File: src/rtl/i2c_cond_pkg.sv
package i2c_cond_pkg;
    typedef enum logic [1:0] {
        ST_IDLE,
        ST_SETUP,
        ST_HOLD,
        ST_LAUNCH
    } cond_state_e;

    localparam int STAT_W = 8;
    localparam int FLAG_W = 5;
endpackage

File: src/rtl/i2c_cond_timing.sv
module i2c_cond_timing #(
    parameter int CW        = 6,
    parameter int STD_SETUP = 20,
    parameter int STD_HOLD  = 20,
    parameter int STD_BB    = 12,
    parameter int HS_SETUP  = 10,
    parameter int HS_HOLD   = 10,
    parameter int HS_BB     = 6
) (
    input  logic          hs_i,
    output logic [CW-1:0] setup_o,
    output logic [CW-1:0] hold_o,
    output logic [CW-1:0] bb_o
);
    // Phase lengths picked by the latched timing mode
    always_comb begin
        setup_o = hs_i ? CW'(HS_SETUP) : CW'(STD_SETUP);
        hold_o  = hs_i ? CW'(HS_HOLD)  : CW'(STD_HOLD);
        bb_o    = hs_i ? CW'(HS_BB)    : CW'(STD_BB);
    end
endmodule

File: src/rtl/i2c_cond_fsm.sv
module i2c_cond_fsm
    import i2c_cond_pkg::*;
#(
    parameter int CW = 6
) (
    input  logic          clk,
    input  logic          rst,
    input  logic          en_i,
    input  logic          wr_i,
    input  logic [2:0]    cmd_i,      // written bits 7:5
    input  logic          hs_i,
    input  logic [CW-1:0] setup_len_i,
    input  logic [CW-1:0] hold_len_i,
    input  logic [CW-1:0] bb_len_i,   // must not exceed setup_len_i
    output logic          hs_lat_o,
    output logic          accept_o,
    output logic          bb_upd_o,
    output logic          bb_val_o,
    output logic          busy_o,
    output logic          scl_oe_o,
    output logic          sda_oe_o,
    output logic          byte_start_o
);
    cond_state_e   state_q;
    logic [CW-1:0] cnt_q;
    logic          is_stop_q;
    logic          park_q;
    logic          go;

    assign accept_o = en_i && wr_i && (state_q == ST_IDLE);
    assign go       = accept_o && (cmd_i[2:1] == 2'b11);
    assign busy_o   = (state_q != ST_IDLE);
    assign hs_lat_o = hs_q;

    logic hs_q;

    // State register
    always_ff @(posedge clk) begin
        if (rst) begin
            state_q   <= ST_IDLE;
            cnt_q     <= '0;
            is_stop_q <= 1'b0;
            hs_q      <= 1'b0;
            park_q    <= 1'b0;
        end else begin
            unique case (state_q)
                ST_IDLE: begin
                    if (go) begin
                        state_q   <= ST_SETUP;
                        cnt_q     <= '0;
                        is_stop_q <= !cmd_i[0];
                        hs_q      <= hs_i;
                    end
                end
                ST_SETUP: begin
                    if (cnt_q == setup_len_i - CW'(1)) begin
                        state_q <= ST_HOLD;
                        cnt_q   <= '0;
                    end else begin
                        cnt_q <= cnt_q + CW'(1);
                    end
                end
                ST_HOLD: begin
                    if (cnt_q == hold_len_i - CW'(1)) begin
                        cnt_q <= '0;
                        if (is_stop_q) begin
                            state_q <= ST_IDLE;
                            park_q  <= 1'b0;
                        end else begin
                            state_q <= ST_LAUNCH;
                        end
                    end else begin
                        cnt_q <= cnt_q + CW'(1);
                    end
                end
                ST_LAUNCH: begin
                    state_q <= ST_IDLE;
                    park_q  <= 1'b1;
                end
                default: state_q <= ST_IDLE;
            endcase
        end
    end

    // Outputs
    always_comb begin
        bb_upd_o     = (state_q == ST_SETUP) && (cnt_q == bb_len_i - CW'(1));
        bb_val_o     = !is_stop_q;
        byte_start_o = 1'b0;
        unique case (state_q)
            ST_IDLE: begin
                scl_oe_o = park_q;
                sda_oe_o = park_q;
            end
            ST_SETUP: begin
                scl_oe_o = 1'b0;
                sda_oe_o = is_stop_q;
            end
            ST_HOLD: begin
                scl_oe_o = 1'b0;
                sda_oe_o = !is_stop_q;
            end
            ST_LAUNCH: begin
                scl_oe_o     = 1'b1;
                sda_oe_o     = 1'b1;
                byte_start_o = 1'b1;
            end
            default: begin
                scl_oe_o = 1'b0;
                sda_oe_o = 1'b0;
            end
        endcase
    end
endmodule

File: src/rtl/i2c_cond_status.sv
module i2c_cond_status
    import i2c_cond_pkg::*;
(
    input  logic              clk,
    input  logic              rst,
    input  logic              accept_i,
    input  logic [1:0]        mode_i,
    input  logic              bb_upd_i,
    input  logic              bb_val_i,
    input  logic [FLAG_W-1:0] flags_i,
    output logic [STAT_W-1:0] status_o
);
    logic [1:0]        mode_q;
    logic              bb_q;
    logic [FLAG_W-1:0] flags_q;

    always_ff @(posedge clk) begin
        if (rst) begin
            mode_q  <= 2'b00;
            bb_q    <= 1'b0;
            flags_q <= FLAG_W'(5'b10000);
        end else begin
            if (accept_i) mode_q <= mode_i;
            if (bb_upd_i) bb_q   <= bb_val_i;
            flags_q <= flags_i;
        end
    end

    assign status_o = {mode_q, bb_q, flags_q};
endmodule

File: src/rtl/i2c_cond_gen.sv
module i2c_cond_gen
    import i2c_cond_pkg::*;
#(
    parameter int STD_SETUP = 20,
    parameter int STD_HOLD  = 20,
    parameter int STD_BB    = 12,
    parameter int HS_SETUP  = 10,
    parameter int HS_HOLD   = 10,
    parameter int HS_BB     = 6
) (
    input  logic       clk,
    input  logic       rst,
    input  logic       en_i,
    input  logic       hs_i,
    input  logic       wr_i,
    input  logic [7:0] wr_data_i,
    input  logic       pin_n_i,
    input  logic       al_i,
    input  logic       aas_i,
    input  logic       gcall_i,
    input  logic       lrb_i,
    output logic       scl_oe_o,
    output logic       sda_oe_o,
    output logic [7:0] status_o,
    output logic       byte_start_o
);
    localparam int MAX_A = (STD_SETUP > STD_HOLD) ? STD_SETUP : STD_HOLD;
    localparam int MAX_B = (HS_SETUP > HS_HOLD) ? HS_SETUP : HS_HOLD;
    localparam int MAX_T = (MAX_A > MAX_B) ? MAX_A : MAX_B;
    localparam int CW    = $clog2(MAX_T + 1);

    logic          hs_lat;
    logic          accept_w;
    logic          bb_upd_w;
    logic          bb_val_w;
    logic          busy_w;
    logic [CW-1:0] setup_len;
    logic [CW-1:0] hold_len;
    logic [CW-1:0] bb_len;
    logic          wr_low_unused;

    assign wr_low_unused = ^wr_data_i[4:0];

    i2c_cond_timing #(
        .CW(CW), .STD_SETUP(STD_SETUP), .STD_HOLD(STD_HOLD), .STD_BB(STD_BB),
        .HS_SETUP(HS_SETUP), .HS_HOLD(HS_HOLD), .HS_BB(HS_BB)
    ) u_timing (
        .hs_i    (hs_lat),
        .setup_o (setup_len),
        .hold_o  (hold_len),
        .bb_o    (bb_len)
    );

    i2c_cond_fsm #(.CW(CW)) u_fsm (
        .clk          (clk),
        .rst          (rst),
        .en_i         (en_i),
        .wr_i         (wr_i),
        .cmd_i        (wr_data_i[7:5]),
        .hs_i         (hs_i),
        .setup_len_i  (setup_len),
        .hold_len_i   (hold_len),
        .bb_len_i     (bb_len),
        .hs_lat_o     (hs_lat),
        .accept_o     (accept_w),
        .bb_upd_o     (bb_upd_w),
        .bb_val_o     (bb_val_w),
        .busy_o       (busy_w),
        .scl_oe_o     (scl_oe_o),
        .sda_oe_o     (sda_oe_o),
        .byte_start_o (byte_start_o)
    );

    i2c_cond_status u_status (
        .clk      (clk),
        .rst      (rst),
        .accept_i (accept_w),
        .mode_i   (wr_data_i[7:6]),
        .bb_upd_i (bb_upd_w),
        .bb_val_i (bb_val_w),
        .flags_i  ({pin_n_i, al_i, aas_i, gcall_i, lrb_i}),
        .status_o (status_o)
    );
endmodule

File: config.mk
export PLATFORM = sky130hd
export DESIGN_NAME = i2c_cond_gen
export DESIGN_NICKNAME = d
export VERILOG_FILES = /design/src/rtl/i2c_cond_pkg.sv /design/src/rtl/i2c_cond_timing.sv /design/src/rtl/i2c_cond_fsm.sv /design/src/rtl/i2c_cond_status.sv /design/src/rtl/i2c_cond_gen.sv
export SDC_FILE = /design/constraint.sdc
export NUM_CORES = 1
export LEC_CHECK = 0
export BUFFER_PORTS_ARGS = -buffer_cell sky130_fd_sc_hd__buf_2
export CELL_PAD_IN_SITES_DETAIL_PLACEMENT = 1
export CELL_PAD_IN_SITES_GLOBAL_PLACEMENT = 1
export CORE_ASPECT_RATIO = 1.4
export CORE_UTILIZATION = 36
export CTS_CLUSTER_SIZE = 16
export DETAILED_ROUTE_END_ITERATION = 10
export GPL_TIMING_DRIVEN = 0
export PLACE_DENSITY_LB_ADDON = 0.3
export SLEW_MARGIN = 20
export SYNTH_ARGS = -nofsm -noshare
export SYNTH_HDL_FRONTEND = slang
export SYNTH_SLANG_ARGS = --single-unit
File: constraint.sdc
create_clock -name clk -period 1.7 [get_ports clk]
set_input_delay 0.17 -clock clk [delete_from_list [all_inputs] [get_ports clk]]
set_output_delay 0.17 -clock clk [all_outputs]
set_load 0.01 [all_outputs]
# Word-level counts from Yosys, hierarchy flattened
# Cells that the tools add are included.
dict set report totals {
  out_inout_bits 11
  inputBits 18
  register_bits 18
  wordCells 51
}
dict set report op_classes {
  n_reduce_logical 14
  mux 16
  eq_ne 10
  addsub 3
}
# cell count
set ops {}
lappend ops {{$mux 5} 3}
lappend ops {{$eq 5x5->1} 2}
lappend ops {{$pmux 5 s2} 1}
lappend ops {{$mux 2} 4}
lappend ops {{$ne 2x1->1 const B} 4}
lappend ops {{$pmux 2 s4} 1}
lappend ops {{$eq 2x2->1 const B} 3}
lappend ops {{$reduce_and 3->1} 2}
lappend ops {{$add 5x1->5 const B} 1}
lappend ops {{$sub 4x1->5 const B} 1}
lappend ops {{$sub 5x1->5 const B} 1}
lappend ops {{$logic_and 1x1->1} 4}
lappend ops {{$mux 4} 1}
lappend ops {{$pmux 1 s4} 1}
lappend ops {{$reduce_and 2->1} 2}
lappend ops {{$reduce_bool 2->1} 2}
lappend ops {{$mux 1} 3}
lappend ops {{$pmux 1 s3} 1}
lappend ops {{$eq 2x1->1 const B} 1}
lappend ops {{$logic_not 1->1} 2}
lappend ops {{$logic_not 2->1} 1}
lappend ops {{$pmux 1 s2} 1}
lappend ops {{$reduce_or 2->1} 1}

# Depth between registers and ports, before layout
# Gate-level depths: netlist of the first run.
dict set report depth {
  word_depth 5
  ltp_mapped 7
  ltp_nobuf 6
}

# Modules after synthesis
# A second synthesis of the first run with hierarchy kept.
dict set report hier_totals {
  cells_unflattened 157
  hier_area_um2 1332.5
}
# module seq_area_each_um2 cells_per_inst area_per_inst_um2 n_inst
set by_module_without_submodules {}
lappend by_module_without_submodules {i2c_cond_fsm 200.2 120 975.9 1}
lappend by_module_without_submodules {i2c_cond_status 160.2 20 240.2 1}
lappend by_module_without_submodules {i2c_cond_timing 0.0 17 116.4 1}

# Least setup slack after synthesis of the first run
# Ideal clock, no wire load.
dict set report synth_path {
  path_kind {register to register}
  from {reg u_fsm.state_q[1]}
  to {reg u_fsm.cnt_q[2]}
  n_path_buf 1
  arrival_time_ns 1.375
  required_time_ns 1.568
  setup_time_ns 0.132
  stages_incl_launch_ff 8
  setup_slack_ns 0.193
  synth_period_minus_slack_ns 1.507
  path_cell_list {dfxtp_1 > inv_1 > ha_1 > buf_2 > inv_1 > o22a_1 > o21ai_1 > a21oi_1}
}
dict set report synth_between {
  elab_chain_cells 5
  elab_cells_between_ends 10
  cone_classes {3 x eq/ne; 1 x mux; 6 x reduce/logical}
}
# item line_no
set synth_rtl {}
lappend synth_rtl {{start: declaration} i2c_cond_fsm.sv:24} ;# cond_state_e state_q;
lappend synth_rtl {{start signal: assignment} i2c_cond_fsm.sv:40} ;# state_q <= ST_IDLE;
lappend synth_rtl {{start signal: assignment} i2c_cond_fsm.sv:49} ;# state_q <= ST_SETUP;
lappend synth_rtl {{start signal: assignment} i2c_cond_fsm.sv:57} ;# state_q <= ST_HOLD;
lappend synth_rtl {{$logic_not 2->1} {i2c_cond_fsm.sv:30, i2c_cond_fsm.sv:46}}
lappend synth_rtl {{$logic_and 1x1->1} i2c_cond_fsm.sv:30} ;# assign accept_o = en_i && wr_i && (state_q == ST_IDLE);
lappend synth_rtl {{$logic_and 1x1->1} i2c_cond_fsm.sv:31} ;# assign go = accept_o && (cmd_i[2:1] == 2'b11);
lappend synth_rtl {{$ne 2x1->1 (no source line)} n/a}
lappend synth_rtl {{$reduce_and 2->1 (no source line)} n/a}
lappend synth_rtl {{end signal: assignment} i2c_cond_fsm.sv:60} ;# cnt_q <= cnt_q + CW'(1);
lappend synth_rtl {{end signal: assignment} i2c_cond_fsm.sv:73} ;# cnt_q <= cnt_q + CW'(1);
lappend synth_rtl {{end: declaration} i2c_cond_fsm.sv:25} ;# logic [CW-1:0] cnt_q;
# Parallel ways exist; a longest one is shown, timed or not.
# A chain may end at the register's enable or synchronous reset.

# Worst setup path in the final report of the first run
dict set report layout_path {
  from {reg u_fsm.state_q[0]}
  to {reg u_fsm.cnt_q[2]}
}
# Same word-level chain as after synthesis.

==> results of run 1 <==
-- metrics by stage --
step | power [W] | setup WS (ps)
2_1_floorplan | 0.000754 | 193
3_3_place_gp | 0.000842 | 17.8
3_5_place_dp | 0.000862 | -86.7
4_1_cts | 0.00115 | 3.59
5_1_grt | 0.00128 | 11.5
6_report | 0.00119 | 139
-- cells by family (layout without fill, tap and decap cells) --
logic type | Yosys count | after routing | synth area share (%)
simple gates | 45 | 45 | 28.4
compound gates | 21 | 21 | 15.8
flops | 18 | 18 | 37.8
buf+inv | 11 | 36 | 4.86
fa+ha+maj | 6 | 6 | 7.88
mux | 5 | 5 | 5.26
-- flip-flops by register name, indices dropped and copies added, names as in the netlist --
| name | flops |
|---|---|
| u_status.bb_q | 1 |
| u_fsm.cnt_q | 5 |
| u_fsm.hs_lat_o | 1 |
| u_fsm.is_stop_q | 1 |
| u_fsm.state_q | 2 |
| u_status.mode_q | 2 |
| u_fsm.park_q | 1 |
| u_status.flags_q | 5 |
-- worst max-delay path, stage by stage (launching register included) --
cell and delay (ps):
sky130_fd_sc_hd__dfxtp_2 380, sky130_fd_sc_hd__inv_1 110, sky130_fd_sc_hd__ha_4 330, sky130_fd_sc_hd__inv_1 100, sky130_fd_sc_hd__o22a_2 290, sky130_fd_sc_hd__o21ai_1 150
sky130_fd_sc_hd__a21oi_1 70
-- placed cells by master (no fill, tap or decap), types with 3 or more instances in the layout --
cell,instances
sky130_fd_sc_hd__a21oi_1,5
sky130_fd_sc_hd__buf_2,22
sky130_fd_sc_hd__clkbuf_4,3
sky130_fd_sc_hd__dfxtp_1,16
sky130_fd_sc_hd__ha_1,5
sky130_fd_sc_hd__inv_1,7
sky130_fd_sc_hd__mux2i_1,5
sky130_fd_sc_hd__nand2_1,8
sky130_fd_sc_hd__nand4_1,7
sky130_fd_sc_hd__nor2_1,9
sky130_fd_sc_hd__nor2b_1,6
sky130_fd_sc_hd__o21ai_0,3
-- power by group --
part / internal (W) / total [W] / switching [W]
Combinational: 0.000187 / 0.000435 / 0.000248
Clock: 0.000131 / 0.000269 / 0.000138
Sequential: 0.000457 / 0.000490 / 0.0000332
-- Yosys cell counts --
library cell / instances
sky130_fd_sc_hd__dfxtp_1: 18
sky130_fd_sc_hd__nor2_1: 10
sky130_fd_sc_hd__nand2_1: 8
sky130_fd_sc_hd__inv_1: 7
sky130_fd_sc_hd__nand4_1: 7
sky130_fd_sc_hd__ha_1: 6
sky130_fd_sc_hd__nor2b_1: 6
sky130_fd_sc_hd__a21oi_1: 5
sky130_fd_sc_hd__mux2i_1: 5
sky130_fd_sc_hd__nand3_1: 3
sky130_fd_sc_hd__o21ai_0: 3
sky130_fd_sc_hd__a31oi_1: 2
sky130_fd_sc_hd__and4bb_2: 2
sky130_fd_sc_hd__and4bb_4: 2
sky130_fd_sc_hd__clkbuf_1: 2
sky130_fd_sc_hd__nand2b_1: 2
sky130_fd_sc_hd__or2_2: 2
sky130_fd_sc_hd__a211oi_1: 1
sky130_fd_sc_hd__a21boi_2: 1
sky130_fd_sc_hd__a221oi_1: 1
sky130_fd_sc_hd__buf_2: 1
sky130_fd_sc_hd__buf_4: 1
sky130_fd_sc_hd__nand3b_1: 1
sky130_fd_sc_hd__nor3_2: 1
sky130_fd_sc_hd__nor4_1: 1
sky130_fd_sc_hd__o2111ai_1: 1
sky130_fd_sc_hd__o21ai_1: 1
sky130_fd_sc_hd__o21ai_4: 1
sky130_fd_sc_hd__o21bai_1: 1
sky130_fd_sc_hd__o22a_1: 1
sky130_fd_sc_hd__o22ai_1: 1
sky130_fd_sc_hd__o2bb2ai_1: 1
sky130_fd_sc_hd__o31a_1: 1
-- layout make-up --
class / instances / area [um2] / share of cell area [%]
clock buffers: 4 / 36.3 / 3.09
repair buffers: 22 / 110 / 9.36
plain buffers: 3 / 15.0 / 1.28
flip-flops and latches: 18 / 365 / 31.1
inverters: 7 / 26.3 / 2.23
multi-input cells: 77 / 581 / 49.4
well taps: 34 / 42.5 / 3.62
-- what timing repair did --
action,CTS,global route
pin swaps,0,1
gates resized for setup,4,6
endpoints found under the setup margin,4,6
hold endpoints to repair,0,0
-- path summary, 6_finish.rpt --
path	slack (ps)	cells past startpoint	to	startpoint
setup / recovery	140	6	u_fsm.cnt_q[2]	u_fsm.state_q[0]
hold / removal	40	2	u_fsm.is_stop_q	wr_data_i[5]
setup reg to reg	140	6	u_fsm.cnt_q[2]	u_fsm.state_q[0]
hold reg to reg	530	2	u_status.mode_q[0]	u_status.mode_q[0]
-- routing by layer --
metal | vias to the layer above | share of wire [%] | global-route usage, %
li1 | 430 | - | -
met1 | 418 | 40 | 20.9
met2 | 16 | 55 | 30.5
met3 | 4 | 2.3 | 2.60
met4 | 0 | 2.4 | 10.2
met5 | - | 0 | 0
==> run summary, run 1 <==
The number of hold-repair buffers added at the cts stage is 0. The relative slew slack came out at 69.2%. The fraction of synthesized cell area taken by the top area cell type came out at 37.8%.

The first routing iteration left 5 violations. The number of antenna violations at the first check in global routing is 0. The final cell utilization of the core is 48.1%. The final layout contains routed wiring with a total length of 2.31 mm. The register bit total from synthesis came out at 18. The CTS H-tree depth came out at 1. The count of mapped cells out of synthesis is 106.

The average instance in the mapped netlist occupies 8.98 um2. The nature of the critical path endpoint is a flip-flop. The number of cells in the finished layout apart from fillers is 165. The tool flagged a number of max-cap violations equal to 0. The post-synthesis sequential area ratio is 37.8%. The number of unique standard cell types used by synthesis came out at 33. The boundary pin count came out at 29.

The floorplan core area is 2440 um2. The layout net count came out at 156. The global-route usage over all layers is 18.2%. The instance count after placement with tap cells included came out at 162. After detailed routing, the average wire length per cell comes to 14.0 um. The max-slew violation total from the final report is 0. The largest fanout on the critical path came out at 8. The area of all placed cells without fillers came out at 1180 um2. The filler cell count in the final layout came out at 304. The number of core rows came out at 21. For the worst-skew pair, the clock arrives at the later sink with an insertion delay of 300 ps. The number of clock sinks is 18. The number of antenna repair diodes is 0.

The root buffer selected by CTS is sky130_fd_sc_hd__clkbuf_4. The worst min-delay path category is in -> reg. The clock period could shrink to 1560 ps.

The number of buffers added by the clock tree synthesis step came out at 3. The clock transition at the registers of the reported paths came out at 100 ps. The final clock period utilization by the worst path is 91.9%. The timing-limited maximum frequency came out at 0.640 GHz. After clock tree synthesis, the setup repair step added 0 buffers. Of all cell types, the one taking the most synthesized area is sky130_fd_sc_hd__dfxtp_1.

Setup violations remaining at the end of the flow were counted as 0. The via count of the first global-routing pass is 870. Detailed placement ended at an HPWL of 1.77 mm. The total number of vias came out at 868. The critical path is of the reg -> reg type. In this run the tool buffered the top-level ports with 22 buffer cells. The global-route wire length before repair came out at 3.87 mm. In the post-synthesis netlist, the biggest area contributors are sky130_fd_sc_hd__dfxtp_1 (38%), sky130_fd_sc_hd__ha_1 (7.9%), sky130_fd_sc_hd__mux2i_1 (5.3%).

The required time of the critical path came out at 1880 ps. The kind of start point of the critical path is a flip-flop. The slew at the pin with the worst max-slew slack came out at 462 ps.

The aggregate global routing overflow came out at 0. The data arrival at the endpoint of the critical path came out at 1740 ps. The smallest hold slack came out at 36.8 ps. When the netlist entered floorplanning its net count stood at 130.

The post-route netlist has 32.8% of its cells at a drive strength greater than 1. The power density over cell area is 1020 nW/um2. The number of warnings reported in the yosys synthesis log came out at 0.

Entering global routing, the biggest net connects 11 pins. The starting density of the core is 39.0%. The number of hold-slack violations in the final timing report came to 0. The CTS tree is done.

The chip height is 62.9 um. After routing, the total negative slack on setup checks comes to 0 ps. The relative area change from synthesis to final layout is 23.5%. The run finished with clean final reports. The cell area reported after detailed placement is 1100 um2. The first detailed-routing pass took 4 iterations.

In the routed design, unresolved DRC markers number 0. The floorplan die width came out at 45.5 um. Setup repair after global routing left no endpoint under its margin. Across the VDD grid, the largest voltage drop is 0.000516 V. The final clock skew came out at 3.48 ps.

The synthesized area came out at 952 um2. The analysis attributes to cell leakage a power of 0.480 nW. The maximum buffer depth of the clock tree came out at 2. In this run the remaining antenna-violating nets after routing total 0. The area of the die is 2860 um2. The routability-driven placement congestion ratio is 0.768. Using the TritonRoute via totals, the vias-per-cell ratio works out to 5.26.
Note: power is estimated with default switching activity, not from simulation.
==> run 2: changes to the inputs <==
--- a/config.mk
+++ b/config.mk
@@ -9,6 +9,7 @@
 export CELL_PAD_IN_SITES_DETAIL_PLACEMENT = 1
 export CELL_PAD_IN_SITES_GLOBAL_PLACEMENT = 1
 export CORE_ASPECT_RATIO = 1.4
+export CORE_MARGIN = 2
 export CORE_UTILIZATION = 36
 export CTS_CLUSTER_SIZE = 16
 export DETAILED_ROUTE_END_ITERATION = 10
==> constraint.sdc (replaced) <==
create_clock -name clk -period 1.7 [get_ports clk]
set_input_delay 0.17 -clock clk [delete_from_list [all_inputs] [get_ports clk]]
set_output_delay 0.17 -clock clk [all_outputs]
set_load 0.1 [all_outputs]
==> run summary, run 2 (same netlist as run 1, synthesis figures left out) <==
The run finished with clean final reports. The number of antenna violations at the first check in global routing came out at 0 (unchanged). The quantity of I/O buffers inserted on ports is 22 (unchanged).

The area of all placed cells without fillers is 1250 um2 (+6.4%). The first-iteration detailed-routing DRC count was 0 (-5). The aggregate global routing overflow is 0 (unchanged). The floorplan die width is 47.5 um (+4.4%). The largest voltage drop on the vdd net is 0.000581 V (+13%). The relative slew slack came to 67.4% (-1.8 points). Walking the worst path, the cells encountered are inv_1, ha_4, nand2_1, o21ai_4, buf_12. The number of hold-slack violations in the final timing report came out at 0 (unchanged). The clock network latency to the later pin of the worst-skew pair is 290 ps (about the same). The required time of the critical path is 1530 ps (-350 ps). The internal power is 0.000753 W (-2.8%). The combinational group share of total power came to 44.5% (+8.1 points). The total number of vias is 880 (+1.4%).

The number of cell instances on the worst register-to-register path came out at 7 (+1). The worst setup path is launched from a flip-flop. The pre-CTS worst setup slack is -136 ps (-49.0 ps).

The chip height came out at 64.9 um (+3.2%). The share of final-layout standard cells stronger than drive strength 1 was 37.1% (+4.3 points). The boundary pin count came out at 29 (unchanged). The setup path with the least slack is of type reg -> out. The number of core rows is 22 (+4.8%).

The number of hold-repair buffers added at the cts stage came out at 0 (unchanged). The final count of negative-setup-slack endpoints came out at 0 (unchanged). The setup slack of the critical path after layout came out at 80.2 ps (-58.3 ps).

The number of antenna repair diodes is 0 (unchanged). The max-cap check violation count is 0 (unchanged). The first-pass detailed-route iteration total is 1 (-3). The post-route DRC violation count is 0 (unchanged). The via count of the first global-routing pass is 961 (+10%). The part of the total power dissipated in sequential elements was 38.6% (-2.4 points).

The routed via count divided by cell count came out at 5.24 (-0.43%). The summed negative setup slack over all endpoints is 0 ps (unchanged). The clock network fraction of total power came to 16.9% (-5.6 points). Setup repair after global routing left no endpoint under its margin. The data arrival at the endpoint of the critical path is 1450 ps (-290 ps).

In the layout the commonest cells are sky130_fd_sc_hd__buf_2 (20), sky130_fd_sc_hd__dfxtp_1 (16), sky130_fd_sc_hd__nor2_1 (10). The global-route wire length before repair is 4.23 mm (+9.3%). The largest fanout on the critical path was 4 (-4). In this run the worst hold path is classified as in -> reg. The final clock period utilization by the worst path came out at 95.3% (+3.4 points).

The maximum buffer depth of the clock tree came out at 2 (unchanged). The final clock skew was 2.56 ps (-0.917 ps). The routability-driven placement congestion ratio is 0.775 (+0.91%).

The switching fraction of total power is 41.1% (+6.0 points). The number of clock sinks is 18 (unchanged). The power density over cell area is 1020 nW/um2 (+0.63%).

The biggest cell delay along the critical path is 370 ps (about the same). The filler cell count in the final layout is 315 (+3.6%). The area of the die is 3080 um2 (+7.7%). The tree is rooted in a sky130_fd_sc_hd__clkbuf_4. The max-slew violation total from the final report was 0 (unchanged). The most frequent standard cell in the layout excluding fill and tap cells is sky130_fd_sc_hd__buf_2. The total half-perimeter wirelength after legalization and detailed placement came out at 1.81 mm (+2.2%).

The timing-limited maximum frequency was 0.617 GHz (-3.6%). The detailed-route wire length was 2.37 mm (+2.5%). The overall power of the completed layout is 0.00128 W (+7.1%). The clock transition at the registers of the reported paths came out at 100 ps (about the same). The global-route usage over all layers is 18.9% (+0.66 points).

The CTS H-tree depth is 1 (unchanged). The post-route antenna net violation count is 0 (unchanged). The static leakage came to 0.493 nW (+2.6%). The number of buffers added by the clock tree synthesis step is 3 (unchanged). The relative area change from synthesis to final layout is 31.4%. STA classifies the critical path endpoint as an output port. The CTS tree is done.

The slew at the pin with the worst max-slew slack came to 489 ps (+27.0 ps). The starting density of the core is 37.2% (-1.8 points). The routed length per instance came out at 14.1 um (+0.68%). The floorplan core area is 2560 um2 (+4.8%). The layout net count came out at 158 (+1.3%).

The number of stages on the worst hold path was 2 (unchanged). In the final layout, the registers with the most flip-flops are u_fsm.cnt_q: 5 flops, u_status.flags_q: 5 flops. The pin count of the biggest net entering global routing is 11 (unchanged).

The switching power came out at 0.000526 W (+25%). The slowest stage cell on the critical path is sky130_fd_sc_hd__dfxtp_4. The shortest clock period the worst path allows after layout came to 1620 ps (+58.3 ps).

The cell area reported after detailed placement came out at 1140 um2 (+3.4%).
==> run 2: cell count changes in the layout (fill, tap and decap cells not counted), sizes merged <==
cell / before / now
buf: 23 / 25
clkbuf: 6 / 5
==> run 2: final cells by class <==
type | count | area [um2] | area share (%)
Tap cell | 36 | 45.0 | 3.60
Timing Repair Buffer | 23 | 148 | 11.8
Sequential cell | 18 | 368 | 29.4
Multi-Input combinational cell | 77 | 619 | 49.5
Inverter | 7 | 26.3 | 2.10
Clock buffer | 3 | 22.5 | 1.80
Buffer | 4 | 22.5 | 1.80
==> run 2: per-layer routing <==
metal	track usage [%]	share of wire, %	up-vias
li1	-	-	432
met1	21.1	41	431
met2	32.4	55	13
met3	3.62	2.3	4
met4	8.68	1.7	0
met5	0	0	-
==> run 2: power by group through the flow <==
stage | Combinational [W] | Clock (W) | Sequential (W)
floorplan | 0.000301 | 0 | 0.000574
global placement | 0.000457 | 0 | 0.000503
detailed placement | 0.000471 | 0 | 0.000506
CTS | 0.000509 | 0.000222 | 0.000504
global route | 0.000632 | 0.000244 | 0.000498
finish | 0.000569 | 0.000216 | 0.000493
==> run 2: path summary, 6_finish.rpt <==
kind	slack, ps	start	endpoint
max reg2reg	110	u_fsm.state_q[1]	u_fsm.cnt_q[2]
min reg2reg	520	u_status.mode_q[1]	u_status.mode_q[1]
max	80	u_fsm.state_q[0]	sda_oe_o
min	50	wr_data_i[5]	u_fsm.is_stop_q
==> run 2: metrics by stage <==
| stage | cells | hold slack [ps] | util (%) |
|---|---|---|---|
| floorplan | 106 | 266 | - |
| global placement | 164 | 357 | 44.6 |
| detailed placement | 164 | 361 | 44.6 |
| CTS | 167 | 47.3 | 47.3 |
| global route | 168 | 38.3 | 48.9 |
| finish | 168 | 50.5 | 48.9 |
==> run 2: repair_timing <==
| item | CTS | global route |
|---|---|---|
| buffers inserted | 0 | 1 |
| setup endpoints to repair | 7 | 6 |
| resized for setup | 14 | 9 |
| pin swaps | 0 | 1 |
==> run 2: critical path: cells and delay by family, from the launching register on <==
family | cells | cell delay [ps]
buf+inv | 2 | 330
compound gates | 1 | 110
flops | 1 | 370
fa+ha+maj | 1 | 210
simple gates | 1 | 150
==> run 3: changes to the inputs <==
==> constraint.sdc (replaced) <==
create_clock -name clk -period 1.7 [get_ports clk]
set_input_delay 0.085 -clock clk [delete_from_list [all_inputs] [get_ports clk]]
set_output_delay 0.085 -clock clk [all_outputs]
set_load 0.1 [all_outputs]
==> run summary, run 3 (same netlist as run 1, synthesis figures left out) <==
The flow ran to the end, but the final reports show violations. The checks that failed: negative hold slack. The static leakage came out at 0.527 nW (+7.0%).

The floorplan core area came out at 2560 um2 (unchanged). The cell area reported after detailed placement is 1120 um2 (-1.5%). The kind of start point of the critical path is a flip-flop. The chip height is 64.9 um (unchanged).

The detailed-route wire length came to 2.63 mm (+11%). The number of clock sinks is 18 (unchanged). The final clock period utilization by the worst path is 96.9% (+1.6 points).

The power density over cell area is 1060 nW/um2 (+3.5%). The largest fanout on the critical path came to 4 (unchanged). The CTS H-tree depth is 1 (unchanged). The quantity of I/O buffers inserted on ports came out at 22 (unchanged). The total half-perimeter wirelength after legalization and detailed placement is 1.80 mm (-0.73%). The total number of vias is 926 (+5.2%). The layout net count came out at 166 (+5.1%).

The clock network latency to the later pin of the worst-skew pair is 310 ps (+20 ps). The aggregate global routing overflow is 0 (unchanged). The required time of the critical path came out at 1620 ps (+90 ps).

The first-pass detailed-route iteration total is 4 (+3). The via count of the first global-routing pass was 969 (+0.83%). The relative area change from synthesis to final layout is 36.7%. The relative slew slack is 65.2% (-2.3 points). CTS placed an instance of sky130_fd_sc_hd__clkbuf_4 at the clock tree root. The post-route DRC violation count was 0 (unchanged).

The timing-limited maximum frequency came to 0.607 GHz (-1.6%). The boundary pin count is 29 (unchanged). The share of final-layout standard cells stronger than drive strength 1 is 36.9% (-0.24 points). The routed length per instance came to 14.9 um (+5.5%).

The area of all placed cells without fillers is 1300 um2 (+4.0%). The routed via count divided by cell count is 5.23 (-0.12%). The largest registers in the layout are u_fsm.cnt_q: 5 flops, u_status.flags_q: 5 flops. The data arrival at the endpoint of the critical path came out at 1560 ps (+110 ps). The number of cells in the finished layout apart from fillers is 177 (+5.4%). The number of core rows is 22 (unchanged). The overall power of the completed layout came out at 0.00138 W (+7.6%). The final clock skew came out at 2.21 ps (-0.350 ps).

Leaving out fill and tap cells, the most frequent cell in the layout is sky130_fd_sc_hd__buf_2. The number of antenna repair diodes is 0 (unchanged). The clock transition at the registers of the reported paths came to 110 ps (about the same). The post-route antenna net violation count came to 0 (unchanged).

The worst setup path is captured at an output port. The instance count after placement with tap cells included came out at 164 (unchanged). In the layout the commonest cells are sky130_fd_sc_hd__buf_2 (20), sky130_fd_sc_hd__dfxtp_1 (16), sky130_fd_sc_hd__nor2_1 (10). The number of antenna violations at the first check in global routing came to 0 (unchanged). The max-cap check violation count came out at 0 (unchanged). The number of hold-slack violations in the final timing report is 1 (+1). The routability-driven placement congestion ratio came out at 0.789 (+1.8%).

The critical path is of the reg -> out type. TritonCTS built the clock tree. The max-slew violation total from the final report came to 0 (unchanged). The pin count of the biggest net entering global routing is 11 (unchanged).

The smallest hold slack came to -4.24 ps (-54.8 ps). The shortest clock period the worst path allows after layout came out at 1650 ps (+26.9 ps). The first-iteration detailed-routing DRC count came out at 18 (+18). The number of buffers added by the clock tree synthesis step came out at 3 (unchanged). The maximum buffer depth of the clock tree is 2 (unchanged). The largest voltage drop on the vdd net is 0.000589 V (+1.4%).

The final count of negative-setup-slack endpoints is 0 (unchanged). The area of the die came out at 3080 um2 (unchanged). The floorplan die width came out at 47.5 um (unchanged).

The worst min-delay path category is in -> reg. The global-route wire length before repair came out at 4.10 mm (-3.1%). The global-route usage over all layers came out at 18.5% (-0.37 points). The slew at the pin with the worst max-slew slack came to 522 ps (+33.9 ps). The starting density of the core came out at 37.2% (unchanged).
[run 3: cell count changes in the layout (fill, tap and decap cells not counted), sizes merged]
cell         previous run  this run
buf                    25        27
dlygate4sd3             0         6
clkbuf                  5         6
[run 3: final timing paths]
kind / start / end / slack, ps / cells after the start
hold / removal: hs_i / u_fsm.hs_lat_o / -4 / 3
hold reg to reg: u_status.mode_q[0] / u_status.mode_q[0] / 520 / 2
setup / recovery: u_fsm.state_q[0] / sda_oe_o / 50 / 5
setup reg to reg: u_fsm.state_q[1] / u_fsm.cnt_q[2] / 100 / 7
[run 3: what timing repair did]
action                     CTS  global route
hold endpoints to repair     6             0
buffers inserted             0             3
pin swaps                    0             3
hold buffers                 6             0
setup endpoints to repair    5             9
gates resized for setup      7            11
[run 3: metal layers]
| metal | vias to the layer above | share of wire [%] | GRT usage, % | wire [um] |
|---|---|---|---|---|
| li1 | 450 | - | - | - |
| met1 | 455 | 38 | 19.2 | 1000 |
| met2 | 16 | 57 | 34.0 | 1500 |
| met3 | 5 | 2.7 | 3.62 | 71 |
| met4 | 0 | 1.9 | 6.94 | 51 |
| met5 | - | 0 | 0 | 0 |
[run 3: cell type report]
class | count | area [um2]
Fill cell | 312 | 1260
Tap cell | 36 | 45.0
Timing Repair Buffer | 31 | 205
Inverter | 7 | 26.3
Multi-Input combinational cell | 77 | 598
Sequential cell | 18 | 368
Buffer | 4 | 22.5
Clock buffer | 4 | 36.3
[run 3: critical path, cell delays in order, from the launching register on]
cell and delay [ps]:
sky130_fd_sc_hd__dfxtp_4 370, sky130_fd_sc_hd__inv_1 110, sky130_fd_sc_hd__ha_2 260, sky130_fd_sc_hd__nand2_1 150, sky130_fd_sc_hd__o21ai_2 100, sky130_fd_sc_hd__buf_6 240
[run 3: report_power, final]
| group | internal [W] | leakage, nW | switching (W) | total (W) |
|---|---|---|---|---|
| clock | 0.000131 | 0.0210 | 0.000156 | 0.000287 |
| sequential | 0.000462 | 0.148 | 0.0000294 | 0.000491 |
| combinational | 0.000224 | 0.358 | 0.000374 | 0.000598 |
[run 3: stage by stage]
stage | util, % | setup slack, ps | setup TNS, ps | hold slack [ps]
3_5_place_dp | 43.9 | -65.6 | -144 | 273
6_report | 50.8 | 53.3 | 0 | -4.24
2_1_floorplan | - | -104 | -104 | 181
4_1_cts | 48.4 | 6.10 | 0 | 9.84
3_3_place_gp | 43.9 | 16.2 | 0 | 272
5_1_grt | 50.8 | -23.0 | -38.4 | 27.2
